[src/rtl/hazard_pkg.sv]
package hazard_pkg;

  typedef struct packed {
    logic pc_we;
    logic fetch_we;
    logic bubble;
    logic flush;
  } hz_ctl_t;

  localparam int NUM_SRC = 2;

endpackage

[src/rtl/hz_load_use.sv]
module hz_load_use #(
  parameter int RW = 5,
  parameter int NS = 2
) (
  input  logic               ex_is_load,
  input  logic [RW-1:0]      ex_dst,
  input  logic [NS*RW-1:0]   src_flat,
  output logic               need_stall
);

  logic [NS-1:0] hit;

  for (genvar g = 0; g < NS; g++) begin : g_cmp
    assign hit[g] = (src_flat[g*RW +: RW] == ex_dst);
  end

  assign need_stall = ex_is_load & (|hit);

endmodule

[src/rtl/hz_branch_flush.sv]
module hz_branch_flush (
  input  logic br_taken,
  input  logic stall,
  output logic flush_req
);

  // a stalled branch is re-evaluated next cycle, so it may not flush now
  assign flush_req = br_taken & ~stall;

endmodule

[src/rtl/hz_arbiter.sv]
module hz_arbiter
  import hazard_pkg::*;
(
  input  logic    rst,
  input  logic    stall,
  input  logic    flush_req,
  output hz_ctl_t ctl
);

  always_comb begin
    ctl = '{pc_we: 1'b1, fetch_we: 1'b1, bubble: 1'b0, flush: 1'b0};
    if (rst) begin
      ctl = '{pc_we: 1'b0, fetch_we: 1'b0, bubble: 1'b1, flush: 1'b1};
    end else if (stall) begin
      ctl.pc_we    = 1'b0;
      ctl.fetch_we = 1'b0;
      ctl.bubble   = 1'b1;
    end else if (flush_req) begin
      ctl.flush    = 1'b1;
    end
  end

endmodule

[src/rtl/hazard_ctl.sv]
module hazard_ctl
  import hazard_pkg::*;
#(
  parameter int RW = 5
) (
  input  logic          rst,
  input  logic          ex_is_load,
  input  logic [RW-1:0] ex_dst,
  input  logic [RW-1:0] dec_src_a,
  input  logic [RW-1:0] dec_src_b,
  input  logic          dec_br_taken,
  output logic          pc_we,
  output logic          fetch_reg_we,
  output logic          bubble_sel,
  output logic          fetch_flush
);

  localparam int SRCW = NUM_SRC * RW;

  logic [SRCW-1:0] srcs;
  logic            stall;
  logic            flush_req;
  hz_ctl_t         ctl;

  assign srcs = {dec_src_b, dec_src_a};

  hz_load_use #(.RW(RW), .NS(NUM_SRC)) u_lu (
    .ex_is_load (ex_is_load),
    .ex_dst     (ex_dst),
    .src_flat   (srcs),
    .need_stall (stall)
  );

  hz_branch_flush u_bf (
    .br_taken  (dec_br_taken),
    .stall     (stall),
    .flush_req (flush_req)
  );

  hz_arbiter u_arb (
    .rst       (rst),
    .stall     (stall),
    .flush_req (flush_req),
    .ctl       (ctl)
  );

  assign pc_we        = ctl.pc_we;
  assign fetch_reg_we = ctl.fetch_we;
  assign bubble_sel   = ctl.bubble;
  assign fetch_flush  = ctl.flush;

endmodule

[config.mk]
export PLATFORM = sky130hd
export DESIGN_NAME = hazard_ctl
export DESIGN_NICKNAME = d
export VERILOG_FILES = /design/src/rtl/hazard_pkg.sv /design/src/rtl/hz_load_use.sv /design/src/rtl/hz_branch_flush.sv /design/src/rtl/hz_arbiter.sv /design/src/rtl/hazard_ctl.sv
export SDC_FILE = /design/constraint.sdc
export NUM_CORES = 1
export LEC_CHECK = 0
export ABC_AREA = 1
export ABC_CLOCK_PERIOD_IN_PS = 2250
export CAP_MARGIN = 10
export CELL_PAD_IN_SITES_DETAIL_PLACEMENT = 1
export CELL_PAD_IN_SITES_GLOBAL_PLACEMENT = 2
export CORE_UTILIZATION = 12
export DETAILED_ROUTE_END_ITERATION = 8
export GPL_TIMING_DRIVEN = 0
export PLACE_DENSITY = 0.86
export SLEW_MARGIN = 40
export SYNTH_ARGS = -nofsm -noshare
export SYNTH_HDL_FRONTEND = slang
export SYNTH_SLANG_ARGS = --single-unit
[constraint.sdc]
create_clock -name vclk -period 2.25
set_clock_uncertainty 0.05 [all_clocks]
set_input_delay 0.675 -clock vclk [all_inputs]
set_output_delay 0.675 -clock vclk [all_outputs]
set_load 0.02 [all_outputs]
==> summary.txt, run 1 <==
Logic synthesis
  – Seq/Total Area, Yosys: 0%
  – Yosys warns: 0
  – Cell with the most instances after synthesis: sky130_fd_sc_hd__nand2_1
  – Cell taking the most area after synthesis: sky130_fd_sc_hd__nand2_1
  – Main area contributors after synthesis: sky130_fd_sc_hd__nand2_1 (41%), sky130_fd_sc_hd__inv_1 (21%), sky130_fd_sc_hd__nor2_1 (14%)
  – Fraction of post-synthesis cell area in the top cell type by area: 40.6%
  – Count of different cell masters after synthesis: 8
  – Cell area after synthesis: 213 µm²
  – Post-Synthesis Cells: 51
  – Top cell types by occurrence after synthesis: sky130_fd_sc_hd__nand2_1 (23), sky130_fd_sc_hd__inv_1 (12), sky130_fd_sc_hd__nor2_1 (8)
  – Average cell area after synthesis: 4.17 µm²
  – Net count after synthesis: 69

Die
  – Starting utilization of the core area: 13.5%
  – Vert. Die Dim: 44.1 µm
  – Area of the die: between 0.0015 and 0.002 mm²
  – Number of placed I/O pins: 22
  – Core Footprint: roughly 0.0016 mm²
  – Row cnt: 14
  – Width of the chip: 44.1 µm

Placed design
  – Placed wire-length estimate: 587 µm
  – IO Port Bufs: 22
  – Placed cells: 89
  – Weighted congestion at the end of routability-driven global placement: 0.644

Worst setup path
  – Critical path peak fanout: 2
  – Endpoint kind of the worst setup timing path: output port
  – Slowest stage delay, CP: 0.19 ns
  – WP data required: 1.52 ns
  – Critical setup path kind: in -> out
  – Most numerous cell on the critical path: sky130_fd_sc_hd__nand2_2
  – Critical path cell sequence: clkdlybuf4s15_1 -> xnor2_2 -> nand3_2 -> nand2_2 -> nand2_2 -> nand2_2 -> inv_2 -> buf_6 -> buf_6
  – Critical path data arrival time: 1.54 ns
  – Critical Path Slowest Stage Cell: sky130_fd_sc_hd__clkdlybuf4s15_1
  – Kind of start point of the critical path: input pin

Pwr
  – Leak Pwr: 0.000298 µW
  – Worst voltage drop across the vdd grid: between 0.04 and 0.05 mV
  – Final Power: between 90 and 100 µW
  – Power density cells: 188 mW/mm²

Global routing
  – Overflow left after global routing: 0
  – Global-route wire length before repair: 1280 µm
  – All-layer global routing usage: 8.04%
  – Via count of the first global-routing pass: 317
  – Most heavily used metal layer in global routing: met2
  – Met3 Usage GRT: 0%
  – Antenna violations before repair: 0
  – Largest net degree at the start of global routing: 5
  – Global Route met1 Usage: roughly an eighth
  – Routing usage on met2: 14.1%

Run status
  – Status: complete, but fails checks
  – Violated checks: negative setup slack

Job
  – Count of maximum capacitance violations: 0

STA
  – Tightest hold margin: 1.86 ns
  – Remaining max-slew budget at the tightest pin: 91.5%
  – Count of endpoints failing hold in the final timing report: 0
  – Post-layout worst setup margin: -0.0120 ns
  – Unrepaired setup endpoints after global routing: true
  – Post-route clock period utilization: 101%
  – Final Slew Violations: 0
  – Post-layout min period: 2.26 ns
  – Max Clock Freq: 0.442 GHz
  – Slew at the pin with the worst max-slew slack: 0.126 ns
  – Final setup violation count: 1

Drt
  – Count of nets left with antenna violations after detail routing: 0
  – Via/cell ratio: 3.84
  – WL final: roughly 700 µm
  – Total iterations of the first detailed-routing run: 2
  – Total number of vias: between 300 and 400
  – Average wire per cell in the routed design: 7.85 µm
  – Violation count after the first detailed-route iteration: 1
  – Number of remaining DRC errors: 0

Finish
  – Number of sequential cells in the layout: 0
  – Share of post-route cells with drive strength above 1: between 60% and 70%
  – Final nets: 93
  – Area of all sequential standard cells: 0 µm²
  – Clock buf count: 0
  – Area growth syn-to-layout: 146%
  – Final cell count without fillers: between 80 and 90
  – Number of inserted diodes: 0

Clock network
  – Quantity of hold-fixing buffers added after cts: 0

Worst hold path
  – HP Class: in -> out
-- worst paths after layout --
kind | start | to | slack, ns | cells after the start
worst max-delay path | dec_src_b[4] | pc_we | -0.01 | 9
worst min-delay path | dec_src_a[4] | bubble_sel | 1.86 | 7
-- through the flow --
| step | cell area (µm²) | setup TNS [ns] | utilization [%] | setup WS [ns] |
|---|---|---|---|---|
| after floorplan | 213 | 0 | - | 0.0835 |
| after global placement | 453 | -3.29 | 28.7 | -0.897 |
| after detailed placement | 453 | -3.43 | 28.7 | -0.933 |
| after CTS | 418 | -0.0663 | 26.5 | -0.0600 |
| after global routing | 523 | -0.190 | 33.2 | -0.0993 |
| final | 523 | -0.0120 | 33.2 | -0.0120 |
-- cell families after synthesis --
kind of cell  count (synthesis)  share of synthesized area, %
xor+xnor                      2                          8.24
buf+inv                      14                          26.5
simple gates                 35                          65.3
-- area by class of cell --
cell class         count  area [µm²]
repair buffers        22         209
multi-input cells     37         229
well taps             16        20.0
inverters             13        53.8
fillers              215        1050
plain buffers          1        11.3
-- timing repair --
| item | CTS | global route |
|---|---|---|
| pin swaps | 22 | 19 |
| resized for setup | 86 | 37 |
| setup buffers | 0 | 0 |
| endpoints found under the setup margin | 4 | 4 |
-- layout by cell type (no fill, tap or decap) --
master	n
sky130_fd_sc_hd__nand2_1	13
sky130_fd_sc_hd__nand2_2	12
sky130_fd_sc_hd__buf_6	8
sky130_fd_sc_hd__inv_2	6
sky130_fd_sc_hd__inv_1	5
sky130_fd_sc_hd__buf_2	5
sky130_fd_sc_hd__nor2_1	3
sky130_fd_sc_hd__nor2_4	3
sky130_fd_sc_hd__clkdlybuf4s50_1	3
sky130_fd_sc_hd__buf_8	3
sky130_fd_sc_hd__nor2_2	2
sky130_fd_sc_hd__inv_4	2
sky130_fd_sc_hd__xnor2_2	2
sky130_fd_sc_hd__buf_4	2
sky130_fd_sc_hd__nand3_1	1
sky130_fd_sc_hd__nand3_2	1
sky130_fd_sc_hd__clkdlybuf4s15_1	1
sky130_fd_sc_hd__clkbuf_2	1
-- report_power, final --
group	internal, µW	switching (µW)	total (µW)
Combinational	54.1	44.1	98.2
Clock	0	0	0
Sequential	0	0	0
-- critical path: cells and delay by family --
family	cells	cell delay (ns)
buffers and inverters	4	0.45
and+or+nand+nor	4	0.27
xor gates and xnor gates	1	0.14
-- routing by layer --
metal | wire, µm | part of all wire (%)
met2 | 380 | 54
met1 | 288 | 41
met5 | 0 | 0
met4 | 0 | 0
met3 | 30 | 4.3
Power figures use the tool's default switching activity.
==> run 2: changes to the inputs <==
Settings changed: CAP_MARGIN 10 to 15, CORE_MARGIN from default to 4, PLACE_DENSITY 0.86 to 0.95.
==> summary.txt, run 2 (synthesis results as in run 1) <==
Run status
  – Status: complete, but fails checks (unchanged)
  – Violated checks: negative setup slack (unchanged)

Worst setup path
  – Critical Path Slowest Stage Cell: sky130_fd_sc_hd__clkdlybuf4s50_1 (was sky130_fd_sc_hd__clkdlybuf4s15_1)
  – Cell depth of the worst setup path: 6 (was 9)
  – Critical path peak fanout: 2 (unchanged)
  – Kind of start point of the critical path: input pin (unchanged)
  – Launch point of the critical path: ex_is_load (was dec_src_b[4])
  – WP data required: 1.52 ns (about the same)
  – Critical path cell sequence: clkdlybuf4s50_1 -> nand2_2 -> nand2_2 -> inv_2 -> buf_6 -> buf_6 (was clkdlybuf4s15_1 -> xnor2_2 -> nand3_2 -> nand2_2 -> nand2_2 -> nand2_2 -> inv_2 -> buf_6 -> buf_6)
  – Endpoint kind of the worst setup timing path: output port (unchanged)
  – Critical path data arrival time: 1.55 ns (was 1.54 ns)
  – Worst setup path endpoint: pc_we (unchanged)
  – Cell type group with the largest total delay on the critical path: buffers and inverters (unchanged)
  – Slowest stage delay, CP: 0.48 ns (was 0.19 ns)
  – Number of buffers and inverters on the critical path: 4 (unchanged)
  – Critical setup path kind: in -> out (unchanged)

Die
  – Core Footprint: 0.00159 mm² (was 0.00158 mm²)
  – Number of placed I/O pins: 22 (unchanged)
  – Row cnt: 14 (unchanged)
  – Starting utilization of the core area: 13.3% (was 13.5%)
  – Width of the chip: 50.1 µm (was 44.1 µm)
  – Area of the die: 0.00251 mm² (was 0.00194 mm²)
  – Vert. Die Dim: 50.1 µm (was 44.1 µm)

Finish
  – Area used by multi-input combinational logic: 189 µm² (was 229 µm²)
  – Number of inserted diodes: 0 (unchanged)
  – Clock buf count: 0 (unchanged)
  – Commonest non-fill, non-tap cell in the layout: sky130_fd_sc_hd__nand2_1 (unchanged)
  – Fill cell instance count of the final layout: 215 (unchanged)
  – Final cell count without fillers: 97 (was 89)
  – Number of sequential cells in the layout: 0 (unchanged)
  – Share of post-route cells with drive strength above 1: 50.7% (was 64.4%)
  – Area of all sequential standard cells: 0 µm² (unchanged)
  – Final nets: 93 (unchanged)
  – Area growth syn-to-layout: 127% (was 146%)
  – Commonest non-fill, non-tap cells in the layout: sky130_fd_sc_hd__nand2_1 (18), sky130_fd_sc_hd__buf_6 (10), sky130_fd_sc_hd__inv_1 (7), sky130_fd_sc_hd__nand2_2 (7), sky130_fd_sc_hd__buf_2 (7) (was sky130_fd_sc_hd__nand2_1 (13), sky130_fd_sc_hd__nand2_2 (12), sky130_fd_sc_hd__buf_6 (8))

Global routing
  – Global-route wire length before repair: 1190 µm (was 1280 µm)
  – Overflow left after global routing: 0 (unchanged)
  – Via count of the first global-routing pass: 310 (was 317)
  – Largest net degree at the start of global routing: 5 (unchanged)
  – Antenna violations before repair: 0 (unchanged)
  – All-layer global routing usage: 5.56% (was 8.04%)

STA
  – Post-route clock period utilization: 101% (about the same)
  – Unrepaired setup endpoints after global routing: true (unchanged)
  – Post-layout worst setup margin: -0.0255 ns (was -0.0120 ns)
  – Tightest hold margin: 1.85 ns (was 1.86 ns)
  – Remaining max-slew budget at the tightest pin: 91.1% (was 91.5%)
  – Final setup violation count: 1 (unchanged)
  – Post-layout min period: 2.28 ns (was 2.26 ns)
  – Max Clock Freq: 0.439 GHz (was 0.442 GHz)
  – Final Slew Violations: 0 (unchanged)
  – Count of endpoints failing hold in the final timing report: 0 (unchanged)
  – Slew at the pin with the worst max-slew slack: 0.132 ns (was 0.126 ns)

Placed design
  – Weighted congestion at the end of routability-driven global placement: 0.667 (was 0.644)
  – IO Port Bufs: 22 (unchanged)
  – Placed wire-length estimate: 691 µm (was 587 µm)
  – Placed cells: 97 (was 89)

Drt
  – Number of remaining DRC errors: 0 (unchanged)
  – Average wire per cell in the routed design: 8.25 µm (was 7.85 µm)
  – Count of nets left with antenna violations after detail routing: 0 (unchanged)
  – Violation count after the first detailed-route iteration: 1 (unchanged)
  – Total iterations of the first detailed-routing run: 2 (unchanged)
  – Total number of vias: 358 (was 342)
  – WL final: 800 µm (was 699 µm)
  – Via/cell ratio: 3.69 (was 3.84)

Pwr
  – Power density cells: 182 mW/mm² (was 188 mW/mm²)
  – Worst voltage drop across the vdd grid: 0.0447 mV (was 0.0499 mV)
  – Leak Pwr: 0.000291 µW (was 0.000298 µW)
  – Part of the total power dissipated in sequential elements: 0% (about the same)
  – Design internal power: 48.9 µW (was 54.1 µW)
  – Fraction of power spent switching nets: 44.4% (was 44.9%)
  – Net switching component of the power: 39.0 µW (was 44.1 µW)
  – Combinational share of power: 100.0% (about the same)
  – Share of power burned in the clock network: 0% (about the same)

Clock network
  – Buffers inserted by post-CTS timing repair: 0 (unchanged)
  – Quantity of hold-fixing buffers added after cts: 0 (unchanged)

Worst hold path
  – HP Class: in -> out (unchanged)

Job
  – Count of maximum capacitance violations: 0 (unchanged)
## run 2: changes by cell type in the layout (fill, tap and decap cells not counted), moves of 2 or more
cell,previous run,this run
sky130_fd_sc_hd__buf_6,8,10
sky130_fd_sc_hd__nand2_1,13,18
sky130_fd_sc_hd__nand2_2,12,7
sky130_fd_sc_hd__inv_1,5,7
sky130_fd_sc_hd__buf_2,5,7
sky130_fd_sc_hd__nor2_4,3,1
sky130_fd_sc_hd__buf_4,2,0
sky130_fd_sc_hd__nor2_1,3,5
## run 2: area by class of cell
class	count	share of cell area [%]
repair buffers	22	41.7
multi-input cells	37	39.1
inverters	13	10.6
well taps	24	6.22
plain buffers	1	2.33
## run 2: power by group through the flow
stage | combinational [µW] | clock [µW] | sequential [µW]
floorplan | 33.1 | 0 | 0
global placement | 80.6 | 0 | 0
detailed placement | 82.5 | 0 | 0
CTS | 78.4 | 0 | 0
global route | 96.6 | 0 | 0
finish | 87.9 | 0 | 0
## run 2: layer usage
layer / GRT usage [%] / wire length [µm] / up-vias
li1: - / - / 187
met1: 6.76 / 321 / 159
met2: 10.4 / 412 / 12
met3: 1.20 / 67 / 0
met4: 0 / 0 / 0
met5: 0 / 0 / -
## run 2: tightest hold or removal path: cells and delay by family
| family | cells | cell delay (ns) |
|---|---|---|
| xor gates and xnor gates | 1 | 0.06 |
| and+or+nand+nor | 4 | 0.25 |
| buffers and inverters | 2 | 0.23 |
## run 2: per-stage QoR
stage               cell area (µm²)  total power [µW]  setup slack (ns)  TNS [ns]  util (%)
floorplan                       213              33.1            0.0835         0         -
global placement                463              80.6            -0.894     -3.27      29.0
detailed placement              463              82.5            -0.923     -3.38      29.0
CTS                             433              78.4           -0.0633   -0.0633      27.2
global route                    483              96.6            -0.123    -0.290      30.3
finish                          483              87.9           -0.0255   -0.0255      30.3
## run 2: worst min path at each step
| stage | from | endpoint | depth (start not counted) |
|---|---|---|---|
| floorplan | ex_is_load | bubble_sel | 2 |
| global placement | dec_br_taken | fetch_flush | 4 |
| detailed placement | dec_br_taken | fetch_flush | 4 |
| CTS | dec_src_a[4] | bubble_sel | 7 |
| global route | dec_src_a[4] | bubble_sel | 7 |
| finish | dec_src_b[4] | bubble_sel | 7 |
## run 2: what timing repair did
item	in CTS	in global routing
resized for setup	90	18
cloned	0	0
hold endpoints to repair	0	0
pin swaps	22	11
setup endpoints to repair	4	4
==> run 3: changes to the inputs <==
--- a/config.mk
+++ b/config.mk
@@ -7,5 +7,5 @@
 export LEC_CHECK = 0
 export ABC_AREA = 1
-export ABC_CLOCK_PERIOD_IN_PS = 2250
+export ABC_CLOCK_PERIOD_IN_PS = 2700
 export CAP_MARGIN = 15
 export CELL_PAD_IN_SITES_DETAIL_PLACEMENT = 1
==> constraint.sdc (replaced) <==
create_clock -name vclk -period 2.7
set_clock_uncertainty 0.05 [all_clocks]
set_input_delay 0.81 -clock vclk [all_inputs]
set_output_delay 0.81 -clock vclk [all_outputs]
set_load 0.005 [all_outputs]
==> summary.txt, run 3 (synthesis results as in run 1) <==
Die
  – Area of the die: 0.00251 mm² (unchanged)
  – Vert. Die Dim: 50.1 µm (unchanged)
  – Width of the chip: 50.1 µm (unchanged)
  – Row cnt: 14 (unchanged)
  – Core Footprint: 0.00159 mm² (unchanged)
  – Starting utilization of the core area: 13.3% (unchanged)
  – Number of placed I/O pins: 22 (unchanged)

Worst setup path
  – Endpoint kind of the worst setup timing path: output port (unchanged)
  – Kind of start point of the critical path: input pin (unchanged)
  – Most numerous cell on the critical path: sky130_fd_sc_hd__nand2_2
  – Critical Path Slowest Stage Cell: sky130_fd_sc_hd__dlygate4sd2_1 (was sky130_fd_sc_hd__clkdlybuf4s50_1)
  – Critical path peak fanout: 2 (unchanged)
  – WP data required: 1.84 ns (was 1.52 ns)
  – Critical setup path kind: in -> out (unchanged)
  – Critical path cell sequence: dlygate4sd2_1 -> xnor2_2 -> nand3_1 -> nand2_1 -> nand2_2 -> nand2_2 -> inv_2 -> buf_4 -> buf_2 (was clkdlybuf4s50_1 -> nand2_2 -> nand2_2 -> inv_2 -> buf_6 -> buf_6)
  – Critical path data arrival time: 1.73 ns (was 1.55 ns)
  – Slowest stage delay, CP: 0.25 ns (was 0.48 ns)

Global routing
  – Global Route met1 Usage: 6.91% (was 6.76%)
  – Global-route wire length before repair: 1200 µm (was 1190 µm)
  – All-layer global routing usage: 5.61% (was 5.56%)
  – Via count of the first global-routing pass: 312 (was 310)
  – Antenna violations before repair: 0 (unchanged)
  – Most heavily used metal layer in global routing: met2 (unchanged)
  – Routing usage on met2: 10.4% (unchanged)
  – Met3 Usage GRT: 1.20% (unchanged)
  – Largest net degree at the start of global routing: 5 (unchanged)
  – Overflow left after global routing: 0 (unchanged)

Drt
  – Total iterations of the first detailed-routing run: 2 (unchanged)
  – Number of remaining DRC errors: 0 (unchanged)
  – Total number of vias: 345 (was 358)
  – Average wire per cell in the routed design: 7.57 µm (was 8.25 µm)
  – WL final: 734 µm (was 800 µm)
  – Violation count after the first detailed-route iteration: 1 (unchanged)
  – Count of nets left with antenna violations after detail routing: 0 (unchanged)
  – Via/cell ratio: 3.56 (was 3.69)

Worst hold path
  – HP Class: in -> out (unchanged)
  – Worst hold path startpoint: ex_dst[4] (was dec_src_b[4])
  – Worst hold path stage count: 9 (was 7)
  – Worst Hold Endpoint: pc_we (was bubble_sel)

Finish
  – Commonest non-fill, non-tap cell in the layout: sky130_fd_sc_hd__nand2_1 (unchanged)
  – Fill cell instance count of the final layout: 226 (was 215)
  – Area of all sequential standard cells: 0 µm² (unchanged)
  – Number of inserted diodes: 0 (unchanged)
  – Area used by multi-input combinational logic: 169 µm² (was 189 µm²)
  – Number of sequential cells in the layout: 0 (unchanged)
  – Share of post-route cells with drive strength above 1: 32.9% (was 50.7%)
  – Final nets: 93 (unchanged)
  – Clock buf count: 0 (unchanged)
  – Area growth syn-to-layout: 91.8% (was 127%)
  – Final instance area: 408 µm² (was 483 µm²)
  – Commonest non-fill, non-tap cells in the layout: sky130_fd_sc_hd__nand2_1 (23), sky130_fd_sc_hd__inv_1 (9), sky130_fd_sc_hd__clkbuf_2 (9) (was sky130_fd_sc_hd__nand2_1 (18), sky130_fd_sc_hd__buf_6 (10), sky130_fd_sc_hd__inv_1 (7), sky130_fd_sc_hd__nand2_2 (7), sky130_fd_sc_hd__buf_2 (7))

Run status
  – Status: complete, no violations (was complete, but fails checks)

Placed design
  – Placement Cell Area: 463 µm² (unchanged)
  – Pre-CTS worst setup slack: -0.651 ns (was -0.923 ns)
  – IO Port Bufs: 22 (unchanged)
  – Placed wire-length estimate: 691 µm (unchanged)
  – Weighted congestion at the end of routability-driven global placement: 0.667 (unchanged)

STA
  – Slew at the pin with the worst max-slew slack: 0.132 ns (about the same)
  – Count of endpoints failing hold in the final timing report: 0 (unchanged)
  – Post-route clock period utilization: 96.0%
  – Post-layout worst setup margin: 0.108 ns (was -0.0255 ns)
  – Final Slew Violations: 0 (unchanged)
  – Max Clock Freq: 0.386 GHz
  – Post-layout min period: 2.59 ns
  – Remaining max-slew budget at the tightest pin: 91.1% (about the same)
  – Unrepaired setup endpoints after global routing: false (was true)
  – Final setup violation count: 0 (was 1)

Job
  – Count of maximum capacitance violations: 0 (unchanged)

Clock network
  – Quantity of hold-fixing buffers added after cts: 0 (unchanged)

Pwr
  – Worst voltage drop across the vdd grid: 0.0351 mV (was 0.0447 mV)
  – Leak Pwr: 0.000271 µW (was 0.000291 µW)
  – Power density cells: 132 mW/mm² (was 182 mW/mm²)
-- run 3: layout make-up --
cell class	instances	share of cell area, %
buffer	1	1.84
timing repair buffer	22	37.4
tap	24	7.36
inverter	13	12.0
multi-input combinational	37	41.4
-- run 3: worst max-delay path: cells and delay by family --
family	cells	cell delay (ns)
XOR/XNOR	1	0.12
buffers and inverters	4	0.51
AND/OR/NAND/NOR	4	0.29
-- run 3: power by group --
| part | internal, µW | switching, µW |
|---|---|---|
| combinational | 29.6 | 24.3 |
| clock | 0 | 0 |
| sequential | 0 | 0 |
-- run 3: through the flow --
step / cells / power (µW) / setup TNS, ns / hold WS [ns] / util (%)
global route: 97 / 61.0 / 0 / 2.31 / 25.6
finish: 97 / 53.8 / 0 / 2.24 / 25.6
CTS: 97 / 55.3 / 0 / 2.30 / 27.7
floorplan: 51 / 22.9 / 0 / 1.66 / -
detailed placement: 97 / 64.2 / -2.28 / 2.53 / 29.0
global placement: 97 / 62.5 / -2.18 / 2.51 / 29.0
-- run 3: worst max path at each step --
stage / start / end / cells past startpoint
after floorplan: ex_dst[3] / pc_we / 10
after global placement: ex_dst[1] / pc_we / 12
after detailed placement: ex_dst[1] / pc_we / 12
after CTS: dec_src_b[3] / pc_we / 12
after global routing: ex_dst[0] / pc_we / 11
final: dec_src_a[4] / pc_we / 9
-- run 3: timing repair --
| action | CTS | global route |
|---|---|---|
| pin swaps | 16 | 14 |
| setup endpoints to repair | 4 | 4 |
| resized for setup | 40 | 23 |
| setup buffers | 0 | 0 |
-- run 3: routing by layer --
layer | share of wire (%) | up-vias
met5 | 0 | -
met4 | 0 | 0
met1 | 44 | 147
met3 | 7.5 | 0
li1 | - | 186
met2 | 49 | 12
